$ cat src/rtl/txg_pkg.sv
package txg_pkg;
  // descriptor geometry
  localparam int DESC_BYTES = 8;
  localparam int WORD_BYTES = 4;

  // status word layout
  localparam int OWN_BIT    = 31;
  localparam int FS_BIT     = 30;
  localparam int LS_BIT     = 29;
  localparam int SUB_HI     = 25;
  localparam int SUB_LO     = 24;
  localparam int PAD_HI     = 23;
  localparam int PAD_LO     = 22;
  localparam int SUB_EN_BIT = 20;
  localparam int LEN_BITS   = 12;

  typedef enum logic [4:0] {
    S_IDLE, S_P1_RD, S_P1_WT, S_P1_EV,
    S_P2_ST, S_P2_STW, S_P2_AD, S_P2_ADW,
    S_P2_DAT, S_P2_RD, S_P2_DW, S_P2_OUT,
    S_P2_REL, S_P2_NX, S_PAD, S_FREL, S_DONE
  } txg_state_e;
endpackage

$ cat src/rtl/txg_desc_decode.sv
module txg_desc_decode
  import txg_pkg::*;
#(
  parameter int SEG_W = LEN_BITS + 2
) (
  input  logic             mode,
  input  logic [31:0]      status,
  output logic             own,
  output logic             first,
  output logic             last,
  output logic [SEG_W-1:0] seg_len,
  output logic [1:0]       pad_bytes
);
  logic [SEG_W-1:0] raw, words, cut;

  always_comb begin
    own   = status[OWN_BIT];
    first = status[FS_BIT];
    last  = status[LS_BIT];
    raw   = SEG_W'(status[LEN_BITS-1:0]);
    words = raw << 2;
    cut   = status[SUB_EN_BIT] ? SEG_W'(status[SUB_HI:SUB_LO]) : '0;
    if (mode) seg_len = (words >= cut) ? (words - cut) : '0;
    else      seg_len = raw;
    // (p - 1) mod 4 through 2-bit wrap
    pad_bytes = status[PAD_HI:PAD_LO] - 2'd1;
  end
endmodule

$ cat src/rtl/txg_ring_step.sv
module txg_ring_step #(
  parameter int ADDR_W = 32,
  parameter int STEP   = 8
) (
  input  logic              mode,
  input  logic [ADDR_W-1:0] cur,
  input  logic [ADDR_W-1:0] ring_start,
  input  logic [ADDR_W-1:0] ring_end,
  output logic [ADDR_W-1:0] nxt
);
  logic [ADDR_W-1:0] inc;
  assign inc = cur + ADDR_W'(STEP);

  always_comb begin
    if (mode) nxt = (cur == ring_end) ? ring_start : inc;   // compare, then step
    else      nxt = (inc == ring_end) ? ring_start : inc;   // step, then compare
  end
endmodule

$ cat src/rtl/tx_ring_gatherer.sv
module tx_ring_gatherer
  import txg_pkg::*;
#(
  parameter int ADDR_W    = 32,
  parameter int MAX_FRAME = 2048,
  parameter int PASS_MAX  = 16
) (
  input  logic              clk,
  input  logic              rst_n,
  input  logic              mode,
  input  logic              chan_en,
  input  logic [ADDR_W-1:0] ring_start,
  input  logic [ADDR_W-1:0] ring_end,
  input  logic              ring_load,
  input  logic              scan_start,
  output logic              scan_done,
  output logic              mem_req,
  output logic              mem_we,
  output logic [ADDR_W-1:0] mem_addr,
  output logic [31:0]       mem_wdata,
  input  logic              mem_gnt,
  input  logic              mem_rvalid,
  input  logic [31:0]       mem_rdata,
  output logic              out_valid,
  input  logic              out_ready,
  output logic [7:0]        out_data,
  output logic              out_last,
  output logic              tx_event
);
  localparam int SEG_W = LEN_BITS + 2;
  localparam int TOT_W = $clog2(MAX_FRAME + 1);
  localparam int FC_W  = $clog2(PASS_MAX + 1);
  localparam int SUM_W = ((TOT_W > SEG_W) ? TOT_W : SEG_W) + 2;

  txg_state_e        state;
  logic [ADDR_W-1:0] cur, walk, walk_nxt, buf_q, byte_addr;
  logic [31:0]       st_q;
  logic [SEG_W-1:0]  boff, segrem;
  logic [TOT_W-1:0]  total, sent, tot_next;
  logic [FC_W-1:0]   frames;
  logic [7:0]        byte_q;
  logic [SUM_W-1:0]  sum_w;

  logic             d_own, d_first, d_last;
  logic [SEG_W-1:0] d_seg;
  logic [1:0]       d_pad;

  txg_desc_decode #(.SEG_W(SEG_W)) u_dec (
    .mode(mode), .status(st_q), .own(d_own), .first(d_first), .last(d_last),
    .seg_len(d_seg), .pad_bytes(d_pad)
  );

  txg_ring_step #(.ADDR_W(ADDR_W), .STEP(DESC_BYTES)) u_step (
    .mode(mode), .cur(walk), .ring_start(ring_start), .ring_end(ring_end),
    .nxt(walk_nxt)
  );

  assign byte_addr = buf_q + ADDR_W'(boff);

  always_comb begin
    sum_w    = SUM_W'(total) + SUM_W'(d_seg) + (d_last ? SUM_W'(d_pad) : SUM_W'(0));
    tot_next = (sum_w > SUM_W'(MAX_FRAME)) ? TOT_W'(MAX_FRAME) : TOT_W'(sum_w);
  end

  // memory master
  always_comb begin
    mem_req   = 1'b0;
    mem_we    = 1'b0;
    mem_addr  = '0;
    mem_wdata = '0;
    unique case (state)
      S_P1_RD, S_P2_ST: begin mem_req = 1'b1; mem_addr = walk; end
      S_P2_AD:  begin mem_req = 1'b1; mem_addr = walk + ADDR_W'(WORD_BYTES); end
      S_P2_RD:  begin mem_req = 1'b1; mem_addr = {byte_addr[ADDR_W-1:2], 2'b00}; end
      S_P2_REL: begin mem_req = !d_first; mem_we = 1'b1; mem_addr = walk; end
      S_FREL:   begin mem_req = 1'b1; mem_we = 1'b1; mem_addr = cur; end
      default: ;
    endcase
  end

  // byte stream
  always_comb begin
    out_valid = (state == S_P2_OUT) || ((state == S_PAD) && (sent < total));
    out_data  = (state == S_P2_OUT) ? byte_q : 8'h00;
    out_last  = out_valid && ((sent + TOT_W'(1)) == total);
  end

  assign scan_done = (state == S_DONE);

  always_ff @(posedge clk or negedge rst_n) begin
    if (!rst_n) begin
      state <= S_IDLE;  cur <= '0;  walk <= '0;  buf_q <= '0;  st_q <= '0;
      boff <= '0;  segrem <= '0;  total <= '0;  sent <= '0;  frames <= '0;
      byte_q <= '0;  tx_event <= 1'b0;
    end else begin
      tx_event <= 1'b0;
      unique case (state)
        S_IDLE: begin
          if (ring_load) cur <= ring_start;
          if (scan_start) begin
            frames <= '0;
            walk   <= cur;
            total  <= '0;
            state  <= chan_en ? S_P1_RD : S_DONE;
          end
        end
        // first walk: ownership and length only
        S_P1_RD: if (mem_gnt) state <= S_P1_WT;
        S_P1_WT: if (mem_rvalid) begin st_q <= mem_rdata; state <= S_P1_EV; end
        S_P1_EV: begin
          if (!d_own) state <= S_DONE;
          else begin
            total <= tot_next;
            if (d_last) begin walk <= cur; sent <= '0; state <= S_P2_ST; end
            else begin walk <= walk_nxt; state <= S_P1_RD; end
          end
        end
        // second walk: stream and release
        S_P2_ST:  if (mem_gnt) state <= S_P2_STW;
        S_P2_STW: if (mem_rvalid) begin st_q <= mem_rdata; state <= S_P2_AD; end
        S_P2_AD:  if (mem_gnt) state <= S_P2_ADW;
        S_P2_ADW: if (mem_rvalid) begin
          buf_q  <= mem_rdata[ADDR_W-1:0];
          boff   <= '0;
          segrem <= d_seg;
          state  <= S_P2_DAT;
        end
        S_P2_DAT: state <= ((segrem == '0) || (sent >= total)) ? S_P2_REL : S_P2_RD;
        S_P2_RD:  if (mem_gnt) state <= S_P2_DW;
        S_P2_DW:  if (mem_rvalid) begin
          byte_q <= mem_rdata[{byte_addr[1:0], 3'b000} +: 8];
          state  <= S_P2_OUT;
        end
        S_P2_OUT: if (out_ready) begin
          sent   <= sent + TOT_W'(1);
          boff   <= boff + SEG_W'(1);
          segrem <= segrem - SEG_W'(1);
          state  <= S_P2_DAT;
        end
        S_P2_REL: if (d_first || mem_gnt) state <= S_P2_NX;
        S_P2_NX: begin
          walk  <= walk_nxt;
          state <= d_last ? S_PAD : S_P2_ST;
        end
        S_PAD: begin
          if (sent >= total) state <= S_FREL;
          else if (out_ready) sent <= sent + TOT_W'(1);
        end
        S_FREL: if (mem_gnt) begin
          cur      <= walk;
          tx_event <= 1'b1;
          frames   <= frames + FC_W'(1);
          total    <= '0;
          state    <= (frames == FC_W'(PASS_MAX - 1)) ? S_DONE : S_P1_RD;
        end
        S_DONE:  state <= S_IDLE;
        default: state <= S_IDLE;
      endcase
    end
  end

  // assertions
  assert_out_hold_R13: assert property (@(posedge clk) disable iff (!rst_n)
    out_valid && !out_ready |=> out_valid && $stable(out_data) && $stable(out_last));

  assert_mem_hold_R13: assert property (@(posedge clk) disable iff (!rst_n)
    mem_req && !mem_gnt |=> mem_req && $stable(mem_addr) && $stable(mem_we));

  assert_disabled_scan_R2: assert property (@(posedge clk) disable iff (!rst_n)
    (state == S_IDLE) && scan_start && !chan_en |=> scan_done && !tx_event);

  assert_pass_limit_R11: assert property (@(posedge clk) disable iff (!rst_n)
    tx_event |-> (frames != '0) && (frames <= FC_W'(PASS_MAX)));

  assert_event_pulse_R8: assert property (@(posedge clk) disable iff (!rst_n)
    tx_event |=> !tx_event);

  assert_frame_cap_R12: assert property (@(posedge clk) disable iff (!rst_n)
    out_valid |-> (sent < total) && (total <= TOT_W'(MAX_FRAME)));
endmodule

$ cat config.mk
export PLATFORM = sky130hd
export DESIGN_NAME = tx_ring_gatherer
export DESIGN_NICKNAME = d
export VERILOG_FILES = /design/src/rtl/txg_pkg.sv /design/src/rtl/txg_desc_decode.sv /design/src/rtl/txg_ring_step.sv /design/src/rtl/tx_ring_gatherer.sv
export SDC_FILE = /design/constraint.sdc
export NUM_CORES = 1
export LEC_CHECK = 0
export ABC_AREA = 1
export BUFFER_PORTS_ARGS = -buffer_cell sky130_fd_sc_hd__buf_2
export CORE_UTILIZATION = 38
export CTS_CLUSTER_DIAMETER = 30
export CTS_CLUSTER_SIZE = 10
export DETAILED_ROUTE_END_ITERATION = 10
export GPL_TIMING_DRIVEN = 0
export HOLD_SLACK_MARGIN = 0.02
export PLACE_DENSITY = 0.66
export SYNTH_ARGS = -nofsm -noshare
export SYNTH_HDL_FRONTEND = slang
export SYNTH_HIERARCHICAL = 1
export SYNTH_SLANG_ARGS = --single-unit
$ cat constraint.sdc
create_clock -name clk -period 4.1 [get_ports clk]
set_clock_uncertainty 0.05 [all_clocks]
set_input_delay 0.82 -clock clk [delete_from_list [all_inputs] [get_ports clk]]
set_output_delay 0.82 -clock clk [all_outputs]
set_load 0.01 [all_outputs]
[Word-level counts from Yosys, hierarchy flattened]
Index checks and enable logic that the tools add are counted.
Word-level totals
  register bits after elaboration: 199
  latch bits: 0
  memory bits (writable): 0
  ROM bits: 0
  input bits: 105
  output and inout bits: 78
  word-level logic and storage cells: 151
  memories: 0
Cells by class
  add/sub/neg operators: 11
  $mul: 0
  div/mod/pow operators: 0
  order comparisons: 4
  equality and inequality tests: 37
  shifts and indexed selects: 1
  muxes and demuxes: 59
  bitwise logic cells: 0
  reductions and logical operators: 27
Operators by type and width (number)
  $mux W32: 8
  $pmux W32 S4: 1
  $mux W12: 8
  $pmux W32 S3: 1
  $mux W5: 18
  $mux W14: 6
  $pmux W5 S16: 1
  $pmux W12 S3: 2
  $eq A32 B32 Y1: 2
  $pmux W32 S2: 1
  $pmux W14 S2: 2
  $eq A5 B4 Y1 const B: 9
  $add A32 B14 Y32: 1
  $add A32 B3 Y32 const B: 1
  $add A32 B4 Y32 const B: 1
  $ne A2 B2 Y1 const B: 16
  $shiftx A32 B6 Y8: 1
  $eq A5 B3 Y1 const B: 4
  $add A15 B2 Y16: 1
  $gt A16 B12 Y1 const B: 1
  $add A12 B14 Y15: 1
  $add A14 B1 Y14 const B: 1
  $ge A14 B14 Y1: 1
  $logic_not A14 Y1: 1
  other kinds (32): 50

[Logic depth before layout (Yosys ltp)]
Gate-level depths: netlist of the first run.
  depth after elaboration: 10
  gate-level depth with buffers: 25
  gate-level depth less buffers: 24

[Modules after synthesis]
The synthesis of the first run kept the hierarchy.
Modules (own cells, without submodules)
  tx_ring_gatherer: times used 1, cells an instance 2030, area each 13942.1 µm², sequential area each 4979.8 µm²
  txg_ring_step: times used 1, cells an instance 592, area each 3083.0 µm², sequential area each 0.0 µm²
  txg_desc_decode: times used 1, cells an instance 107, area each 573.0 µm², sequential area each 0.0 µm²

[Least setup slack after synthesis of the first run]
Ideal clock, no wire load.
  path kind: register to register
  start: register st_q[20]
  end: register total[10]
  library setup time: 0.065 ns
  arrival: 3.493 ns
  required time: 3.985 ns
  slack: 0.491 ns
  cell stages (with the launch flop): 25
  buffers on the path: 1
  clock period less this slack: 3.609 ns
  cell sequence: dfrtp_1 > nand2_1 > ha_1 > nor2_2 > nand2_4 > nor2_8 > a21oi_4 > nand2_1 > o21ai_1 > fa_1 > ha_1 > inv_1 > fa_1 > inv_1 > nand3_1 > nand2_1 > nand3_1 > nand3_1 > nand2_1 > nand2_1 > nand2_1 > nor2_1 > clkbuf_1 > nand3_1 > nand2_1
Between the ends
  longest elaborated chain between the ends: 10
  elaborated cells between the ends (all ways): 11
  classes of those cells: add/sub: 3; order compare: 2; mux: 6
Ends and longest elaborated chain
  from (decl): line tx_ring_gatherer.sv:37  | logic [31:0] st_q;
  from (signal assigned): line tx_ring_gatherer.sv:92  | state <= S_IDLE; cur <= '0; walk <= '0; buf_q <= '0; st_q <= '0;
  from (signal assigned): line tx_ring_gatherer.sv:109  | S_P1_WT: if (mem_rvalid) begin st_q <= mem_rdata; state <= S_P1_EV; end
  from (signal assigned): line tx_ring_gatherer.sv:120  | S_P2_STW: if (mem_rvalid) begin st_q <= mem_rdata; state <= S_P2_AD; end
  $mux W2 *: line txg_desc_decode.sv:22  | cut = status[SUB_EN_BIT] ? SEG_W'(status[SUB_HI:SUB_LO]) : '0;
  $sub A14 B14 Y14 / $ge A14 B14 Y1 (equally long branches): line txg_desc_decode.sv:23  | if (mode) seg_len = (words >= cut) ? (words - cut) : '0;
  $mux W14 * (2 in series): line txg_desc_decode.sv:23
  net d_seg[1]: line tx_ring_gatherer.sv:45  | logic [SEG_W-1:0] d_seg;
  $add A12 B14 Y15 *: line tx_ring_gatherer.sv:61  | sum_w = SUM_W'(total) + SUM_W'(d_seg) + (d_last ? SUM_W'(d_pad) : SUM_W'(0));
  $add A15 B2 Y16 *: line tx_ring_gatherer.sv:61
  $gt A16 B12 Y1: line tx_ring_gatherer.sv:62  | tot_next = (sum_w > SUM_W'(MAX_FRAME)) ? TOT_W'(MAX_FRAME) : TOT_W'(sum_w);
  $mux W12 *: line tx_ring_gatherer.sv:62
  $mux W12 *: line tx_ring_gatherer.sv:111  | if (!d_own) state <= S_DONE;
  $pmux W12 S3 *: line tx_ring_gatherer.sv:97  | unique case (state)
  to (signal assigned): line tx_ring_gatherer.sv:113  | total <= tot_next;
  to (decl): line tx_ring_gatherer.sv:39  | logic [TOT_W-1:0] total, sent, tot_next;
Mark *: on every way through the listed nets, which the timed path passes. The rest lies on a longest branch. The select of a mux whose other input is x is not followed.
A chain may end at the register's enable or synchronous reset.

[Final worst setup path of the first run]
  start: register boff[0]
  end: output mem_addr[14]
Between the ends
  longest elaborated chain between the ends: 2
Ends and longest elaborated chain
  from (decl): line tx_ring_gatherer.sv:38  | logic [SEG_W-1:0] boff, segrem;
  from (signal assigned): line tx_ring_gatherer.sv:136  | boff <= boff + SEG_W'(1);
  $add A32 B14 Y32: line tx_ring_gatherer.sv:58  | assign byte_addr = buf_q + ADDR_W'(boff);
  $pmux W32 S4: line tx_ring_gatherer.sv:71  | unique case (state)
  to (decl): line tx_ring_gatherer.sv:19  | output logic [ADDR_W-1:0] mem_addr,
Every way passes these cells.

==> parameters.txt, run 1 <==
Parameter                              Value

Placed design
  Routability Congestion ... roughly 0.98
  DP Worst Slack ... -378 ps
  I/O Buffers ... 150
  Detail Placement HPWL ... a little under 50,000 um
  Dpl cells ... 3,467

Clock tree
  Reg clk slew, reported paths ... roughly 80 ps
  Clock tree from TritonCTS ... done
  Number of clock buffers inserted by TritonCTS ... 17
  Buffer type at the clock tree root ... sky130_fd_sc_hd__clkbuf_16
  Number of hold buffers added after CTS ... 0
  Level count of the clock H-tree ... 4
  Insertion delay of the later-clocked pin in the worst-skew pair ... approximately 470 ps
  Buffers from clock root to sink, at most ... 2
  Clock tree sinks ... approximately 190

Die
  Effective utilization at floorplan ... between 30% and 40%
  Standard-cell rows ... between 70 and 80
  Area of the placeable core ... 0.0444 mm2
  Y dimension of the die ... 215 um
  Width of the chip ... approximately 210 um
  Number of placed I/O pins ... between 150 and 200
  DIE AREA ... roughly 0.046 mm2

Critical path
  CP Capture Type ... output pin
  Setup CP Type ... reg -> out
  Crit path arrival time ... just over 3000 ps
  Required time worst endpoint ... around 3200 ps
  Peak fanout along the critical path ... 8
  Nature of the critical path startpoint ... flip-flop

Timing
  Max-slew violation total from the final report ... 0
  Unrepaired setup endpoints after global routing ... no
  Worst Max-Slew Pin Slew ... about 800 ps
  Max Clk Rate ... approximately 260 MHz
  Fin worst setup slack ... 207 ps
  Hold violation count in the final report ... 0
  Final critical delay including setup and external delays ... 3890 ps
  Final Setup Violations ... 0
  Tcrit/Tclk final ... a little over nine tenths
  Worst max-slew margin expressed relative to the limit ... 46.4%
  Post-route setup TNS ... 0 ps

Synth
  Avg Inst Size Synth ... between 6 and 7 um2
  Synth Instances ... 2,693
  Yosys warning total ... 6
  Combined area of all synthesized cells ... 0.0172 mm2

Detailed routing
  DR DRC count ... 0
  Wire length per cell after detailed routing ... ~17 um
  DRT iter0 DRCs ... 1,631
  Via Count ... ~19,000
  Via density per instance ... between 5 and 6
  Wirelength, routed ... 60,200 um
  First drt pass iteration count ... 6
  Count of nets left with antenna violations after detail routing ... 0

Final layout
  Finished Core Util ... between 40% and 50%
  Net total in the final layout ... slightly above 3,000
  Antenna diode count ... 0
  Final-layout fill cell count ... between 4,000 and 5,000
  Layout overhead on the synthesized area ... 13.8%
  Non-filler instance count after layout ... 3,505
  Fraction of final layout cells sized beyond drive strength 1 ... a little over an eighth

GRT
  GRT Overall Usage ... 25.9%
  Initial antenna violation count ... 0
  Final global-route overflow total ... 0
  First-pass GRT wire length ... roughly 95,000 um
  Number of global-route vias before repair ... between 15,000 and 20,000
  Pin count of the biggest net entering global routing ... 105

Hold path
  Worst min-delay path class ... in -> async

Flow run
  Count of max-cap constraint violations ... 0

Pwr
  Maximum VDD drop ... a little over 0.3 mV
  Leakage power ... between 0.009 and 0.01 uW
  Power, Total ... roughly 13,000 uW
  Power Dens Cells ... between 600 and 700 mW/mm2

Status
  Result of the run ... completed
## metrics by stage
step / area [um2] / hold slack, ps
2_1_floorplan: 17300 / 403
3_3_place_gp: 18800 / 426
3_5_place_dp: 18800 / 441
4_1_cts: 19500 / 302
5_1_grt: 19600 / 324
6_report: 19600 / 259
## registers in the layout, indices dropped and copies added, names as in the netlist, 5 cells and up
signal and flops:
boff 14, buf_q 32, frames 5, sent 12
segrem 14, st_q 20, byte_q 8, state 5
total 12, walk 32, cur 32
## worst max-delay path, cell delays in order, from the launching register on
cell                      delay (ps)
sky130_fd_sc_hd__dfrtp_1         470
sky130_fd_sc_hd__ha_2            290
sky130_fd_sc_hd__fa_1            210
sky130_fd_sc_hd__nand2_1         100
sky130_fd_sc_hd__a21oi_2         250
sky130_fd_sc_hd__nand3_1         100
sky130_fd_sc_hd__nand2_1         160
sky130_fd_sc_hd__nand3_1         120
sky130_fd_sc_hd__nand2_2         170
sky130_fd_sc_hd__a21oi_1          80
sky130_fd_sc_hd__o21ai_0         150
sky130_fd_sc_hd__nand3_1         240
sky130_fd_sc_hd__buf_2           210
## power by group
group	switching (uW)	internal, uW
registers	1230	2590
clock network	855	883
logic	5120	2690
## timing repair
item                                    4_1_cts  5_1_grt
endpoints found under the setup margin       10       21
resized for setup                             6       18
cloned                                        0        0
setup buffers                                 0        6
pin swaps                                     0        4
## final timing paths
| kind | slack [ps] | to | startpoint | depth (start not counted) |
|---|---|---|---|---|
| setup / recovery | 210 | mem_addr[14] | boff[0] | 12 |
| max in group asynchronous | 2780 | buf_q[30] | rst_n | 2 |
| hold / removal | 260 | total[5] | rst_n | 1 |
| setup reg to reg | 260 | total[1] | st_q[20] | 24 |
| min in group clk | 470 | st_q[23] | st_q[23] | 2 |
| hold reg to reg | 470 | st_q[23] | st_q[23] | 2 |
## final cells by class
cell class	instances	area, um2	share of cell area (%)
plain buffers	120	657	3.36
multi-input cells	2069	10700	54.8
well taps	592	741	3.78
clock inverters	15	188	0.959
inverters	348	1310	6.67
flip-flops and latches	187	4680	23.9
clock buffers	17	425	2.17
repair buffers	157	846	4.32
## cell usage in the layout, fill, tap and decap left out, drive strengths merged, types with 6 or more instances in the layout
master and n:
nand2 757, inv 354, nor2 313, nand3 232, buf 230, o21ai 205, dfrtp 187, a21oi 127
clkbuf 64, ha 56, a22oi 55, nand4 53, xor2 42, nor3 37, xnor2 35, conb 32
a31oi 28, o22ai 17, or2 12, o211ai 11, nand3b 9, o21bai 8, clkinv 8, nor4 7
o31ai 6
## routing by layer
metal | global-route usage [%] | up-vias | wire, um
li1 | - | 9147 | -
met2 | 41.9 | 712 | 27300
met5 | 0 | - | 0
met1 | 35.1 | 8672 | 27100
met3 | 2.77 | 109 | 3700
met4 | 10.4 | 0 | 2030
Power figures use the tool's default switching activity.
==> run 2: changes to the inputs <==
- PLACE_DENSITY: 0.66 -> 0.54
- SETUP_SLACK_MARGIN: not set -> 0.4
==> run 2 against run 1 <==
  * Worst setup slack better by 260 ps
  * Final area is 2.3% higher
  * Fmax is 7.1% higher
  * Clock-buffer cell count is 1 higher
  * Via count is 0.95% lower
  * Critical path type is now reg -> reg
  * Largest power group unchanged
==> parameters.txt, run 2 (synthesis gave the netlist of run 1 again) <==
Parameter                              Value

Status
  Result of the run ... completed

Die
  Standard-cell rows ... 77 (unchanged)
  DIE AREA ... 0.0461 mm2 (unchanged)
  Y dimension of the die ... 215 um (unchanged)
  Width of the chip ... 215 um (unchanged)
  Number of placed I/O pins ... 183 (unchanged)
  Effective utilization at floorplan ... 38.7% (unchanged)
  Area of the placeable core ... 0.0444 mm2 (unchanged)

Critical path
  Number of cell instances on the worst register-to-register path ... 23 (-4.2%)
  CP Capture Type ... flip-flop
  Worst path slowest cell ... sky130_fd_sc_hd__fa_1
  Crit path arrival time ... 4000 ps (+980 ps)
  Nature of the critical path startpoint ... flip-flop
  Setup CP Type ... reg -> reg
  Critical Path Stages ... 23 (+11)
  Required time worst endpoint ... 4470 ps (+1240 ps)
  Largest delay contributor family on the critical path ... adder cells
  Most common cell type on the critical path ... sky130_fd_sc_hd__nand2_2
  Number of buffers and inverters on the critical path ... 2 (+1)
  Critical path's largest stage delay ... 580 ps (+110 ps)
  CP cell instances ... nand2_4, ha_4, nor2_4, nand2_4, nor2_8, a21oi_4, nand2_2, o21ai_4, fa_1, ha_4, inv_2, fa_2, nand2_2, a21oi_2, nand3_1, nor2_1, nand3_1, nor2_1, nand2_1, nand2_2, buf_6, nand3_2, nand2_1
  Peak fanout along the critical path ... 5 (-3)

GRT
  GRT Overall Usage ... 27.0% (+1.2 points)
  First-pass GRT wire length ... 97,200 um (+2.6%)
  Number of global-route vias before repair ... 17,200 (-1.9%)
  Initial antenna violation count ... 0 (unchanged)
  Final global-route overflow total ... 0 (unchanged)
  Pin count of the biggest net entering global routing ... 111 (+5.7%)

Placed design
  I/O Buffers ... 150 (unchanged)
  Detail Placement HPWL ... 51,300 um (+4.2%)
  DP Worst Slack ... -423 ps (-45.3 ps)
  Routability Congestion ... 0.920 (-6.2%)
  Area after detailed placement ... 0.0188 mm2 (unchanged)

Timing
  Final Setup Violations ... 0 (unchanged)
  Fin worst setup slack ... 464 ps (+257 ps)
  Unrepaired setup endpoints after global routing ... yes
  Worst max-slew margin expressed relative to the limit ... 47.8% (+1.3 points)
  Final critical delay including setup and external delays ... 3640 ps (-257 ps)
  Max-slew violation total from the final report ... 0 (unchanged)
  Min Hold Slack ... 250 ps (-8.31 ps)
  Max Clk Rate ... 275 MHz (+7.1%)
  Worst Max-Slew Pin Slew ... 781 ps (-19.6 ps)
  Tcrit/Tclk final ... 88.7% (-6.3 points)
  Hold violation count in the final report ... 0 (unchanged)

Final layout
  Finished layout cell area ... 0.0200 mm2 (+2.3%)
  Final-layout fill cell count ... 4,811 (+1.9%)
  Antenna diode count ... 0 (unchanged)
  Most common library cell in the layout ignoring fill and taps ... sky130_fd_sc_hd__nand2_1
  Net total in the final layout ... 3,076 (+0.36%)
  Layout overhead on the synthesized area ... 16.4%
  Registers with the highest flip-flop counts ... buf_q (32), cur (32), walk (32)
  Fraction of final layout cells sized beyond drive strength 1 ... 16.7% (+3.0 points)
  Commonest cells after routing, fill and taps aside ... sky130_fd_sc_hd__nand2_1, sky130_fd_sc_hd__inv_1, sky130_fd_sc_hd__nor2_1

Clock tree
  Clock tree sinks ... 187 (unchanged)
  Insertion delay of the later-clocked pin in the worst-skew pair ... 480 ps (about the same)
  Number of clock buffers inserted by TritonCTS ... 17 (unchanged)
  Reg clk slew, reported paths ... 70 ps (about the same)
  Level count of the clock H-tree ... 4 (unchanged)
  Buffer type at the clock tree root ... sky130_fd_sc_hd__clkbuf_16
  Clock tree from TritonCTS ... done
  Buffers from clock root to sink, at most ... 2 (unchanged)

Flow run
  Count of max-cap constraint violations ... 0 (unchanged)

Pwr
  Maximum VDD drop ... 0.459 mV (+51%)
  Leakage power ... 0.0101 uW (+1.1%)
  Power Dens Cells ... 692 mW/mm2 (+1.4%)

Detailed routing
  Wirelength, routed ... 63,200 um (+5.0%)
  Via density per instance ... 5.25 (-1.3%)
  Count of nets left with antenna violations after detail routing ... 0 (unchanged)
  DR DRC count ... 0 (unchanged)
  Wire length per cell after detailed routing ... 18.0 um (+4.7%)
  First drt pass iteration count ... 8 (+2)
  Via Count ... 18,500 (-0.95%)
  DRT iter0 DRCs ... 1,621 (-0.61%)

Hold path
  Worst min-delay path class ... in -> async
## run 2: worst paths after layout
path | startpoint | slack (ps) | end
max | st_q[20] | 460 | total[6]
min in group clk | buf_q[0] | 450 | buf_q[0]
min reg2reg | buf_q[0] | 450 | buf_q[0]
max in group asynchronous | rst_n | 2700 | walk[26]
min | rst_n | 250 | segrem[9]
max reg2reg | st_q[20] | 460 | total[6]
## run 2: stage by stage
stage | instances | util [%] | power [uW] | TNS [ps]
global placement | 3466 | 42.3 | 11400 | -214040
floorplan | 2724 | - | 8870 | 0
global route | 3516 | 45.1 | 14900 | 0
CTS | 3508 | 44.3 | 13500 | 0
detailed placement | 3467 | 42.4 | 11500 | -4230
finish | 3516 | 45.1 | 13800 | 0
## run 2: layout make-up
class | count | area [um2] | area share [%]
Timing Repair Buffer | 168 | 927 | 4.63
Tap cell | 592 | 741 | 3.70
Multi-Input combinational cell | 2069 | 11100 | 55.2
Clock inverter | 14 | 159 | 0.794
Sequential cell | 187 | 4700 | 23.5
Inverter | 348 | 1310 | 6.53
Buffer | 120 | 681 | 3.40
Clock buffer | 18 | 439 | 2.19
## run 2: report_power, final
part	internal [uW]	switching [uW]	total, uW
clock network	929	819	1750
logic	2870	5360	8230
registers	2600	1270	3870
total	6400	7450	13800
## run 2: timing repair
item | 4_1_cts | 5_1_grt
hold buffers | 0 | 0
setup buffers | 7 | 8
hold endpoints to repair | 0 | 0
gates resized for setup | 54 | 80
endpoints found under the setup margin | 43 | 43
gates cloned | 2 | 0
pin swaps | 9 | 30
## run 2: worst register-to-register path: stages (launching register included)
cell and delay, ps:
sky130_fd_sc_hd__dfrtp_2 420, sky130_fd_sc_hd__nand2_4 90, sky130_fd_sc_hd__ha_4 180, sky130_fd_sc_hd__nor2_4 90
sky130_fd_sc_hd__nand2_4 80, sky130_fd_sc_hd__nor2_8 120, sky130_fd_sc_hd__a21oi_4 80, sky130_fd_sc_hd__nand2_2 90
sky130_fd_sc_hd__o21ai_4 80, sky130_fd_sc_hd__fa_1 580, sky130_fd_sc_hd__ha_4 160, sky130_fd_sc_hd__inv_2 40
sky130_fd_sc_hd__fa_2 550, sky130_fd_sc_hd__nand2_2 50, sky130_fd_sc_hd__a21oi_2 100, sky130_fd_sc_hd__nand3_1 80
sky130_fd_sc_hd__nor2_1 110, sky130_fd_sc_hd__nand3_1 80, sky130_fd_sc_hd__nor2_1 100, sky130_fd_sc_hd__nand2_1 70
sky130_fd_sc_hd__nand2_2 110, sky130_fd_sc_hd__buf_6 140, sky130_fd_sc_hd__nand3_2 60, sky130_fd_sc_hd__nand2_1 60
## run 2: routing by layer
layer	vias up	routed length, um	global-route usage [%]
li1	9193	-	-
met1	8590	29800	38.5
met2	611	28100	42.9
met3	68	3890	3.20
met4	0	1360	7.71
met5	-	0	0
==> run 3: changes to the inputs <==
- PLACE_DENSITY: 0.54 -> not set
- PLACE_DENSITY_LB_ADDON: not set -> 0.05
==> run 3 against run 2 <==
  * Critical path depth increased by 1
  * Worst setup slack improved by 25 ps
  * Global-route usage increased by 0.46 points
  * Hold slack improved by 8.4 ps
  * Flip-flop and latch count unchanged
  * Sequential share of layout area decreased by 0.10 points
  * Routed wire length increased by 1.0%
  * Largest cell class unchanged
  * Highest routed layer unchanged
==> parameters.txt, run 3 (synthesis gave the netlist of run 1 again) <==
Parameter                              Value

Timing
  Unrepaired setup endpoints after global routing ... yes
  Tcrit/Tclk final ... 88.1% (-0.61 points)
  Worst Max-Slew Pin Slew ... 802 ps (+21.6 ps)
  Max Clk Rate ... 277 MHz (+0.70%)
  Min Hold Slack ... 259 ps (+8.35 ps)
  Hold violation count in the final report ... 0 (unchanged)
  Final Setup Violations ... 0 (unchanged)
  Worst max-slew margin expressed relative to the limit ... 46.3% (-1.4 points)
  Final critical delay including setup and external delays ... 3610 ps (-25.1 ps)
  Max-slew violation total from the final report ... 0 (unchanged)

Critical path
  R2r setup slk ... 490 ps (+30 ps)
  Setup CP Type ... reg -> reg
  Most common cell type on the critical path ... sky130_fd_sc_hd__nand2_1
  Crit path arrival time ... 3940 ps (-60 ps)
  CP Capture Type ... flip-flop
  Required time worst endpoint ... 4430 ps (-40 ps)
  Worst path slowest cell ... sky130_fd_sc_hd__fa_1
  Beginning of the worst register-to-register path ... st_q[20]
  Critical path's largest stage delay ... 560 ps (-20 ps)
  Peak fanout along the critical path ... 5 (unchanged)
  Endpoint of the worst-slack reg-to-reg timing path ... total[9]
  CP startpoint ... st_q[20]
  Number of cell instances on the worst register-to-register path ... 24 (+4.3%)
  CP cell instances ... nand2_2, ha_4, nor2_4, nand2_4, nor2_8, a21oi_4, nand2_2, o21ai_4, fa_1, ha_4, inv_2, fa_2, inv_2, nand3_2, nand2_4, nand2_1, a21o_1, nand2_1, nor2_1, nand2_1, nand2_2, clkbuf_16, nand3_2, nand2_1
  Nature of the critical path startpoint ... flip-flop

GRT
  First-pass GRT wire length ... 98,100 um (+0.92%)
  Number of global-route vias before repair ... 17,000 (-1.1%)
  Final global-route overflow total ... 0 (unchanged)
  GRT Overall Usage ... 27.5% (+0.46 points)
  Initial antenna violation count ... 0 (unchanged)
  Pin count of the biggest net entering global routing ... 108 (-2.7%)

Final layout
  Net total in the final layout ... 3,086 (+0.33%)
  Finished layout cell area ... 0.0201 mm2 (+0.43%)
  Fraction of final layout cells sized beyond drive strength 1 ... 16.6% (-0.017 points)
  Commonest cells after routing, fill and taps aside ... sky130_fd_sc_hd__nand2_1, sky130_fd_sc_hd__inv_1, sky130_fd_sc_hd__nor2_1
  Registers with the highest flip-flop counts ... buf_q (32), cur (32), walk (32)
  Final-layout fill cell count ... 4,735 (-1.6%)
  Layout overhead on the synthesized area ... 16.9%
  Antenna diode count ... 0 (unchanged)
  Most common library cell in the layout ignoring fill and taps ... sky130_fd_sc_hd__nand2_1

Clock tree
  Insertion delay of the later-clocked pin in the worst-skew pair ... 500 ps (+20 ps)
  Number of clock buffers inserted by TritonCTS ... 17 (unchanged)
  Clock tree from TritonCTS ... done
  Reg clk slew, reported paths ... 70 ps (about the same)
  Buffer type at the clock tree root ... sky130_fd_sc_hd__clkbuf_16
  Number of hold buffers added after CTS ... 0 (unchanged)
  Clock tree sinks ... 187 (unchanged)
  Level count of the clock H-tree ... 4 (unchanged)
  Buffers from clock root to sink, at most ... 2 (unchanged)

Die
  DIE AREA ... 0.0461 mm2 (unchanged)
  Y dimension of the die ... 215 um (unchanged)
  Standard-cell rows ... 77 (unchanged)
  Number of placed I/O pins ... 183 (unchanged)
  Effective utilization at floorplan ... 38.7% (unchanged)
  Width of the chip ... 215 um (unchanged)
  Area of the placeable core ... 0.0444 mm2 (unchanged)

Placed design
  Routability Congestion ... 0.910 (-1.1%)
  Area after detailed placement ... 0.0188 mm2 (unchanged)
  Detail Placement HPWL ... 52,100 um (+1.6%)
  I/O Buffers ... 150 (unchanged)

Flow run
  Count of max-cap constraint violations ... 0 (unchanged)

Detailed routing
  DR DRC count ... 0 (unchanged)
  DRT iter0 DRCs ... 1,732 (+6.8%)
  Via Count ... 18,300 (-0.85%)
  First drt pass iteration count ... 6 (-2)
  Via density per instance ... 5.19 (-1.1%)
  Count of nets left with antenna violations after detail routing ... 0 (unchanged)
  Wirelength, routed ... 63,800 um (+1.0%)
  Wire length per cell after detailed routing ... 18.1 um (+0.74%)

Hold path
  Worst min-delay path class ... in -> async

Status
  Result of the run ... completed

Pwr
  Power, Total ... 14,000 uW (+1.4%)
  Leakage power ... 0.0101 uW (+0.52%)
  Power Dens Cells ... 698 mW/mm2 (+0.94%)
  Maximum VDD drop ... 0.472 mV (+2.8%)
## run 3: changes by cell type in the layout (fill, tap and decap cells not counted), sizes merged
cell	previous run	this run
buf	241	252
bufinv	2	4
clkbuf	65	67
clkinvlp	3	2
inv	351	346
## run 3: worst max-delay path by stage
stage,slack [ps],to,cells after the start
CTS,400,mem_addr[22],11
global route,180,total[3],23
detailed placement,-410,total[8],21
global placement,-1280,walk[28],1
floorplan,490,total[10],24
finish,490,total[9],24
## run 3: layout make-up
cell class	count	area (um2)	area share (%)
tap	592	741	3.69
inverter	348	1310	6.51
timing repair buffer	178	1020	5.05
clock inverter	10	163	0.809
clock buffer	21	470	2.34
sequential	187	4700	23.4
buffer	120	681	3.39
multi-input combinational	2069	11000	54.8
## run 3: power breakdown
part	leakage [uW]	internal (uW)	switching, uW
logic	0.00754	2940	5400
clock network	0.000306	1070	786
registers	0.00229	2600	1240
total	0.0101	6610	7430
## run 3: what timing repair did
item | CTS | global route
setup endpoints to repair | 46 | 43
pin swaps | 8 | 16
cloned | 1 | 1
buffers inserted | 5 | 20
resized for setup | 55 | 73
## run 3: stage by stage
stage	utilization, %	cells	setup slack, ps	TNS, ps
after floorplan	-	2724	491	0
after global placement	42.3	3466	-1280	-236650
after detailed placement	42.4	3467	-414	-4190
after CTS	44.3	3504	403	0
after global routing	45.3	3525	181	0
final	45.3	3525	489	0
## run 3: per-layer routing
metal  global-route usage (%)  vias to the layer above  part of all wire [%]
li1                         -                     9197                     -
met1                     38.8                     8493                    47
met2                     43.2                      543                    45
met3                     3.41                       72                   5.8
met4                     9.36                        0                   2.4
met5                        0                        -                     0
## run 3: critical path, delay by kind of cell, from the launching register on
family | cells | cell delay (ps)
compound gates | 3 | 370
simple gates | 14 | 1160
fa+ha+maj | 4 | 1230
flops | 1 | 390
buf+inv | 3 | 300
